===== src/rtl/intc_pkg.sv =====
package intc_pkg;

  typedef enum logic [7:0] {
    EVT_NONE = 8'd0,
    EVT_EXT  = 8'd1,
    EVT_IPI  = 8'd4
  } evt_kind_e;

  typedef enum logic [1:0] {
    WIN_PEND_SET = 2'd0,
    WIN_PEND_CLR = 2'd1,
    WIN_MASK_SET = 2'd2,
    WIN_MASK_CLR = 2'd3
  } bank_win_e;

  localparam logic [15:0] OFS_INFO   = 16'h0004;
  localparam logic [15:0] OFS_WHOAMI = 16'h2000;
  localparam logic [15:0] OFS_EVENT  = 16'h2004;
  localparam logic [3:0]  PAGE_TGT   = 4'h3;
  localparam logic [6:0]  PAGE_BANKS = 7'h20;

  function automatic logic [31:0] evt_word(input logic [7:0] die,
                                           input evt_kind_e kind,
                                           input logic [15:0] num);
    return {die, kind, num};
  endfunction

  function automatic int bank_of(input int line);
    return line / 32;
  endfunction

  function automatic int bit_of(input int line);
    return line % 32;
  endfunction

  function automatic logic [31:0] info_word(input int lines, input int dies);
    logic [31:0] w;
    w = '0;
    w[15:0]  = 16'(lines);
    w[27:24] = 4'(dies - 1);
    return w;
  endfunction

endpackage


===== src/rtl/intc_line_state.sv =====
module intc_line_state
  import intc_pkg::*;
#(
  parameter int NUM_LINES = 64,
  localparam int NB = (NUM_LINES + 31) / 32,
  localparam int BW = (NB > 1) ? $clog2(NB) : 1,
  localparam int LW = (NUM_LINES > 1) ? $clog2(NUM_LINES) : 1
) (
  input  logic                 clk,
  input  logic                 rst_n,
  input  logic                 pend_set_we,
  input  logic                 pend_clr_we,
  input  logic                 mask_set_we,
  input  logic                 mask_clr_we,
  input  logic [BW-1:0]        bank_sel,
  input  logic [31:0]          wdata,
  input  logic                 claim,
  input  logic [LW-1:0]        claim_idx,
  input  logic [NUM_LINES-1:0] ext_irq,
  output logic [NB*32-1:0]     mask_flat,
  output logic [NB*32-1:0]     pend_flat,
  output logic [NUM_LINES-1:0] request
);

  logic [NUM_LINES-1:0] mask_q;
  logic [NUM_LINES-1:0] pend_q;

  for (genvar i = 0; i < NUM_LINES; i++) begin : g_line
    localparam int BK = bank_of(i);
    localparam int BT = bit_of(i);
    logic hit_bank;
    logic hit_claim;
    assign hit_bank  = (bank_sel == BW'(BK)) && wdata[BT];
    assign hit_claim = claim && (claim_idx == LW'(i));

    always_ff @(posedge clk or negedge rst_n) begin
      if (!rst_n) begin
        mask_q[i] <= 1'b1;
      end else if (mask_set_we && hit_bank) begin
        mask_q[i] <= 1'b1;
      end else if (mask_clr_we && hit_bank) begin
        mask_q[i] <= 1'b0;
      end else if (hit_claim) begin
        mask_q[i] <= 1'b1;
      end
    end

    always_ff @(posedge clk or negedge rst_n) begin
      if (!rst_n) begin
        pend_q[i] <= 1'b0;
      end else if (pend_set_we && hit_bank) begin
        pend_q[i] <= 1'b1;
      end else if (pend_clr_we && hit_bank) begin
        pend_q[i] <= 1'b0;
      end
    end

    assign request[i] = (ext_irq[i] | pend_q[i]) & ~mask_q[i];
  end

  always_comb begin
    mask_flat = '0;
    pend_flat = '0;
    mask_flat[NUM_LINES-1:0] = mask_q;
    pend_flat[NUM_LINES-1:0] = pend_q;
  end

  AST_CLAIM_MASKS: assert property (@(posedge clk) disable iff (!rst_n)
    claim |=> mask_q[$past(claim_idx)]);

  AST_ZERO_MASK_WRITE: assert property (@(posedge clk) disable iff (!rst_n)
    ((mask_set_we || mask_clr_we) && wdata == 32'd0 && !claim) |=> $stable(mask_q));

  AST_ZERO_PEND_WRITE: assert property (@(posedge clk) disable iff (!rst_n)
    ((pend_set_we || pend_clr_we) && wdata == 32'd0) |=> $stable(pend_q));

  AST_WRITE_EXCLUSIVE: assert property (@(posedge clk) disable iff (!rst_n)
    $onehot0({pend_set_we, pend_clr_we, mask_set_we, mask_clr_we, claim}));

endmodule


===== src/rtl/intc_lowest_pick.sv =====
module intc_lowest_pick #(
  parameter int N = 64,
  localparam int W = (N > 1) ? $clog2(N) : 1
) (
  input  logic [N-1:0] req,
  output logic         found,
  output logic [W-1:0] idx
);

  always_comb begin
    found = 1'b0;
    idx   = '0;
    for (int i = N - 1; i >= 0; i--) begin
      if (req[i]) begin
        found = 1'b1;
        idx   = W'(i);
      end
    end
  end

  always_comb begin
    if (found) begin
      AST_PICK_REQUESTING: assert (req[idx]);
    end
  end

endmodule


===== src/rtl/intc_target_regs.sv =====
module intc_target_regs #(
  parameter int NUM_LINES = 64,
  parameter int NUM_CORES = 4,
  localparam int LW = (NUM_LINES > 1) ? $clog2(NUM_LINES) : 1
) (
  input  logic                 clk,
  input  logic                 rst_n,
  input  logic                 we,
  input  logic [LW-1:0]        idx,
  input  logic [31:0]          wdata,
  output logic [NUM_CORES-1:0] rd_val
);

  logic [NUM_CORES-1:0] tgt_q [NUM_LINES];

  for (genvar i = 0; i < NUM_LINES; i++) begin : g_tgt
    always_ff @(posedge clk or negedge rst_n) begin
      if (!rst_n) begin
        tgt_q[i] <= '0;
      end else if (we && idx == LW'(i)) begin
        tgt_q[i] <= wdata[NUM_CORES-1:0];
      end
    end
  end

  assign rd_val = tgt_q[idx];

  AST_TARGET_HOLDS: assert property (@(posedge clk) disable iff (!rst_n)
    we |=> tgt_q[$past(idx)] == $past(wdata[NUM_CORES-1:0]));

endmodule


===== src/rtl/intc_event_unit.sv =====
module intc_event_unit
  import intc_pkg::*;
#(
  parameter int NUM_LINES = 64,
  parameter int NUM_DIES  = 1,
  parameter int NUM_CORES = 4,
  parameter int CORE_ID_W = 5,
  localparam int NB = (NUM_LINES + 31) / 32,
  localparam int BW = (NB > 1) ? $clog2(NB) : 1,
  localparam int LW = (NUM_LINES > 1) ? $clog2(NUM_LINES) : 1
) (
  input  logic                 clk,
  input  logic                 rst_n,
  input  logic [NUM_LINES-1:0] ext_irq,
  input  logic [CORE_ID_W-1:0] core_id,
  input  logic                 bus_sel,
  input  logic                 bus_we,
  input  logic [15:0]          bus_addr,
  input  logic [31:0]          bus_wdata,
  output logic [31:0]          bus_rdata,
  output logic                 bus_rvalid,
  output logic                 irq_out
);

  // decode
  logic          rd_req, wr_req;
  logic          in_banks, bank_ok, in_tgt;
  bank_win_e     win;
  logic [BW-1:0] bank_sel;
  logic [LW-1:0] tgt_idx;

  assign rd_req   = bus_sel && !bus_we;
  assign wr_req   = bus_sel && bus_we;
  assign win      = bank_win_e'(bus_addr[8:7]);
  assign bank_sel = bus_addr[BW+1:2];
  assign bank_ok  = (32'(bus_addr[6:2]) < NB) && (bus_addr[1:0] == 2'b00);
  assign in_banks = (bus_addr[15:9] == PAGE_BANKS) && bank_ok;
  assign tgt_idx  = bus_addr[LW+1:2];
  assign in_tgt   = (bus_addr[15:12] == PAGE_TGT) && (bus_addr[1:0] == 2'b00)
                    && (32'(bus_addr[11:2]) < NUM_LINES);

  // named internal events
  logic pend_set_we, pend_clr_we, mask_set_we, mask_clr_we, tgt_we;
  logic rd_event, claim_fire;

  assign pend_set_we = wr_req && in_banks && win == WIN_PEND_SET;
  assign pend_clr_we = wr_req && in_banks && win == WIN_PEND_CLR;
  assign mask_set_we = wr_req && in_banks && win == WIN_MASK_SET;
  assign mask_clr_we = wr_req && in_banks && win == WIN_MASK_CLR;
  assign tgt_we      = wr_req && in_tgt;
  assign rd_event    = rd_req && bus_addr == OFS_EVENT;

  logic [NB*32-1:0]     mask_flat, pend_flat;
  logic [NUM_LINES-1:0] request;
  logic                 pick_found;
  logic [LW-1:0]        pick_idx;
  logic [NUM_CORES-1:0] tgt_val;

  assign claim_fire = rd_event && pick_found;

  intc_line_state #(.NUM_LINES(NUM_LINES)) u_state (
    .clk         (clk),
    .rst_n       (rst_n),
    .pend_set_we (pend_set_we),
    .pend_clr_we (pend_clr_we),
    .mask_set_we (mask_set_we),
    .mask_clr_we (mask_clr_we),
    .bank_sel    (bank_sel),
    .wdata       (bus_wdata),
    .claim       (claim_fire),
    .claim_idx   (pick_idx),
    .ext_irq     (ext_irq),
    .mask_flat   (mask_flat),
    .pend_flat   (pend_flat),
    .request     (request)
  );

  intc_lowest_pick #(.N(NUM_LINES)) u_pick (
    .req   (request),
    .found (pick_found),
    .idx   (pick_idx)
  );

  intc_target_regs #(.NUM_LINES(NUM_LINES), .NUM_CORES(NUM_CORES)) u_tgt (
    .clk    (clk),
    .rst_n  (rst_n),
    .we     (tgt_we),
    .idx    (tgt_idx),
    .wdata  (bus_wdata),
    .rd_val (tgt_val)
  );

  // bank word selection for readback
  logic [31:0] mask_word, pend_word;
  always_comb begin
    mask_word = '0;
    pend_word = '0;
    for (int b = 0; b < NB; b++) begin
      if (bank_sel == BW'(b)) begin
        mask_word = mask_flat[b*32 +: 32];
        pend_word = pend_flat[b*32 +: 32];
      end
    end
  end

  logic [31:0] rd_mux;
  always_comb begin
    rd_mux = '0;
    if (bus_addr == OFS_INFO) begin
      rd_mux = info_word(NUM_LINES, NUM_DIES);
    end else if (bus_addr == OFS_WHOAMI) begin
      rd_mux = 32'(core_id);
    end else if (bus_addr == OFS_EVENT) begin
      rd_mux = pick_found ? evt_word(8'd0, EVT_EXT, 16'(pick_idx)) : 32'd0;
    end else if (in_tgt) begin
      rd_mux = 32'(tgt_val);
    end else if (in_banks) begin
      rd_mux = (win == WIN_MASK_SET || win == WIN_MASK_CLR) ? mask_word : pend_word;
    end
  end

  always_ff @(posedge clk or negedge rst_n) begin
    if (!rst_n) begin
      bus_rdata  <= '0;
      bus_rvalid <= 1'b0;
    end else begin
      bus_rvalid <= rd_req;
      if (rd_req) bus_rdata <= rd_mux;
    end
  end

  assign irq_out = pick_found;

  AST_EMPTY_EVENT_ZERO: assert property (@(posedge clk) disable iff (!rst_n)
    (rd_event && !irq_out) |=> bus_rdata == 32'd0);

  AST_READ_LATENCY: assert property (@(posedge clk) disable iff (!rst_n)
    rd_req |=> bus_rvalid);

  AST_NO_SPURIOUS_VALID: assert property (@(posedge clk) disable iff (!rst_n)
    !rd_req |=> !bus_rvalid);

  AST_IRQ_NEEDS_REQUEST: assert property (@(posedge clk) disable iff (!rst_n)
    irq_out |-> (request != '0));

endmodule


===== config.mk =====
export PLATFORM = sky130hd
export DESIGN_NAME = intc_event_unit
export DESIGN_NICKNAME = d
export VERILOG_FILES = /design/src/rtl/intc_pkg.sv /design/src/rtl/intc_line_state.sv /design/src/rtl/intc_lowest_pick.sv /design/src/rtl/intc_target_regs.sv /design/src/rtl/intc_event_unit.sv
export SDC_FILE = /design/constraint.sdc
export NUM_CORES = 1
export LEC_CHECK = 0
export ABC_AREA = 0
export ABC_CLOCK_PERIOD_IN_PS = 7950
export BUFFER_PORTS_ARGS = -buffer_cell sky130_fd_sc_hd__buf_2
export CORE_MARGIN = 2
export CORE_UTILIZATION = 50
export CTS_BUF_LIST = sky130_fd_sc_hd__clkbuf_4 sky130_fd_sc_hd__clkbuf_8 sky130_fd_sc_hd__clkbuf_16
export DETAILED_ROUTE_END_ITERATION = 12
export GPL_TIMING_DRIVEN = 0
export HOLD_SLACK_MARGIN = 0.02
export MAX_ROUTING_LAYER = met4
export PLACE_DENSITY = 0.68
export SLEW_MARGIN = 20
export SYNTH_ARGS = -nofsm -noshare
export SYNTH_HDL_FRONTEND = slang
export SYNTH_SLANG_ARGS = --single-unit

===== constraint.sdc =====
create_clock -name clk -period 7.95 [get_ports clk]
set_input_delay 0.3975 -clock clk [delete_from_list [all_inputs] [get_ports clk]]
set_output_delay 0.3975 -clock clk [all_outputs]
set_load 0.01 [all_outputs]

==> metrics.md <==
| Metric | Value |
|---|---|
| Outcome | finished clean |
| Crit path capture | irq_out |
| Total wire length | roughly 75000 µm |
| First-pass GRT wire length | around 110000 µm |
| Ranking of synthesized cells by area | dfrtp_1 41%, mux2_2 13%, mux4_2 12%, dfstp_2 7.8%, nand2_1 5.2% |
| Met2 WL | 35800 µm |
| Leakage | 11.3 nW |
| PD cells | 189 nW/µm² |
| CP Cell Sequence | o21bai_1 > nand4_1 > nor4_2 > nand4_1 > buf_2 |
| Setup Viol. Count Final | 0 |
| Synthesized cell area | 21600 µm² |
| Crit. End Element | output pin |
| Antenna-violating nets left | 0 |
| Hpwl dp | roughly 55000 µm |
| Register area share after synthesis | 0.488 |
| Actual slew at the worst max-slew pin | around 1.2 ns |
| Core area | 42800 µm² |
| Reg2Reg Capture Point | u_state.mask_flat[42]$_DFFE_PN1P_ |
| Clock sink count | 417 |
| Synth cell count leaders | 353 x dfrtp_1, 296 x nand2_1, 256 x mux2_2, 113 x mux4_2, 77 x o21ai_0 |
| Clk root buf | clkbuf_16 |
| Placed insts | 2449 |
| Vias per cell | 6.52 |
| Synth Register Bits | 417 |
| Critical Path Fanout Max | 8 |
| Post_cts resized | 0 |
| Slowest stage cell on the critical path | nor4_2 |
| Async SR Flop Fraction | 1.00 |
| DR pass1 iterations | 6 |
| Top layer in use | met4 |
| Ratio of cells with drive above 1 in the final layout | 0.373 |
| IO Port Bufs | 145 |
| Synth Instances | 1752 |
| Yosys cell types | 76 |
| Worst setup SP type | register |
| TritonCTS clock tree | done |
| Clock latency on the worst-skew pair | 0.61 ns |
| R2r setup slk | 3.93 ns |
| Cell with the most instances after synthesis | dfrtp_1 |
| Synth warn | 0 |
| Clock Skews | 0.0248 ns |
| Vias | 16500 |
| Number of flops mapped to enable cells by yosys | 0 |
| Max Slew Vio Count | 0 |
| Met3 WL | between 5000 and 6000 µm |
| Worst IR Drop VDD | 256 µV |
| Largest net degree at the start of global routing | 104 |
| DR iter-0 viols | 1633 |
| Tot GR Track Use | 0.353 |
| Nets | 2075 |
| Worst-path clk slew | 0.06 ns |
| Die Height | 212 µm |
| Period minus WS final | between 4 and 5 ns |
| Antenna violations before repair | 2 |
| Wire length per cell | 29.7 µm |
| Initial core utilization | 0.504 |
| I/O pin cnt | 155 |
| CP Class | reg -> out |
| Die ar. | 44800 µm² |
| Setup tns final | 0 ns |
| Clock Path Buffers | 3 |
| Total of max-cap violations | 0 |
| Final hold vios | 0 |
| Crit-path max cell delay | 1.00 ns |
| CP arrival | 3.80 ns |
| GPL Wtd Cong | 0.999 |
| Mapped Avg Cell Area | 12.3 µm² |
| CP most frequent cell | nand4_1 |
| Buffer count from post-CTS setup fixing | 0 |
| Hold-fix buffers, CTS | 3 |
| FP Rows | 76 |
| Largest area contributor in the netlist | dfrtp_1 |
| Hold WC Path Type | in -> reg |
| Routed metal-1 wire length | roughly 30000 µm |
| Area growth syn-to-layout | 14.7% |
| DRC violations left | 0 |
| Chip Width | 212 µm |
| Max Freq | 238 MHz |
| Syn Nets | 1873 |
| CP required | 7.55 ns |
| CP top delay family | simple AND/OR/NAND/NOR gates |
| R2R Path Start | u_state.pend_flat[32]$_DFFE_PN0P_ |
| H-Tree Depth | 2 |
| Top cell type's share of synthesized area | 0.410 |
| Fin crit share | 0.528 |
| Crit path from | u_state.pend_flat[32]$_DFFE_PN0P_ |
| R2R depth | 9 |
| Max_slew headroom | 0.202 |
| Total gr overflow | 0 |
| Num CTS Buffers | 46 |
| Worst path depth | 5 |
| Bufs and invs on worst path | 1 |
| Main flop type after synthesis | dfrtp_1 |
| Vias in the first global route | roughly 17000 |
| Post-Layout Cell Count | 2538 |
| Setup repair after global routing missed its margin | false |
## metrics by stage
| stage | total power [W] | utilization | area, µm² | setup WS (ns) | hold WS (ns) |
|---|---|---|---|---|---|
| 2_1_floorplan | 0.00231 | - | 21600 | 5.24 | 0.102 |
| 3_3_place_gp | 0.00249 | 0.537 | 23000 | -1.73 | 0.479 |
| 3_5_place_dp | 0.00250 | 0.540 | 23100 | 3.79 | 0.406 |
| 4_1_cts | 0.00469 | 0.578 | 24700 | 3.87 | 0.0368 |
| 5_1_grt | 0.00480 | 0.578 | 24700 | 3.80 | 0.0505 |
| 6_report | 0.00467 | 0.578 | 24700 | 3.75 | 0.0510 |
## report_power, final
group	internal, W	switching (W)
logic	0.0000899	0.000254
registers	0.00213	0.000000629
clock network	0.00128	0.000925
## state kept, by name, indices dropped and copies added, names as in the netlist
name / flops
bus_rvalid: 1
u_tgt.tgt_q: 256
u_state.mask_flat: 64
u_state.pend_flat: 64
bus_rdata: 32
## worst reg2reg max path, cell delays in order (launching register included)
cell and delay (ns):
dfrtp_1 0.39, o21bai_1 0.57, nand4_1 0.45, o211a_1 0.34
a211oi_1 0.62, or3_1 0.24, o2111a_1 0.50, buf_2 0.48
a31oi_1 0.14, mux2i_1 0.18
## layout make-up
cell class,instances,area [µm²]
fill,3515,18100
multi-input combinational,1222,10600
sequential,417,10500
clock buffer,72,1430
timing repair buffer,154,888
tap,546,683
buffer,106,463
clock inverter,12,141
inverter,7,26.3
antenna,2,5.00
## per-layer routing
metal,vias up,GRT usage
met5,-,-
met4,0,0.191
met3,257,0.0567
met2,805,0.556
met1,8489,0.440
li1,6997,-
## how the worst min path moves through the flow
stage                                        endpoint                              start  cells past startpoint  slack (ns)
CTS                 u_state.mask_flat[29]$_DFFE_PN1P_                      bus_wdata[29]                      2        0.04
global placement    u_state.pend_flat[14]$_DFFE_PN0P_  u_state.pend_flat[14]$_DFFE_PN0P_                      2        0.48
detailed placement           bus_rdata[7]$_DFFE_PN0P_                              rst_n                      1        0.41
finish              u_state.mask_flat[29]$_DFFE_PN1P_                      bus_wdata[29]                      2        0.05
floorplan                    bus_rdata[0]$_DFFE_PN0P_                              rst_n                      0        0.10
global route        u_state.mask_flat[29]$_DFFE_PN1P_                      bus_wdata[29]                      2        0.05
## cell usage in the layout (no fill, tap or decap), types with 5 or more instances in the layout
| master | count |
|---|---|
| dfrtp_1 | 353 |
| nand2_1 | 296 |
| mux2_2 | 256 |
| buf_2 | 155 |
| mux4_2 | 113 |
| o21ai_0 | 77 |
| clkbuf_1 | 76 |
| dfstp_2 | 64 |
| mux2i_1 | 58 |
| o21bai_1 | 54 |
| clkbuf_16 | 47 |
| nor2_1 | 45 |
| a31oi_1 | 40 |
| a22o_1 | 28 |
| nand4_1 | 21 |
| a21oi_1 | 20 |
| nand3_1 | 19 |
| nor3_1 | 16 |
| o21ba_2 | 15 |
| clkbuf_4 | 15 |
| o21ai_1 | 14 |
| buf_1 | 12 |
| and2_1 | 10 |
| clkbuf_8 | 10 |
| nand2b_1 | 8 |
| a21o_1 | 8 |
| a41oi_1 | 8 |
| a211oi_1 | 7 |
| clkinv_2 | 7 |
| nor4_2 | 6 |
| nor4_1 | 6 |
| inv_1 | 6 |
| o211ai_1 | 6 |
| and3_1 | 6 |
| o31ai_1 | 6 |
| buf_6 | 6 |
| o2111ai_1 | 5 |
| and4_1 | 5 |
## cell families (layout without fill, tap and decap cells)
group,Yosys count,in the layout,share of synthesized area
AO/OA/AOI/OAI,325,325,0.109
other,0,2,0
buffers and inverters,113,351,0.0227
flip-flops,417,417,0.488
multiplexers,428,428,0.280
AND/OR/NAND/NOR,469,469,0.101
Power figures use the tool's default switching activity.
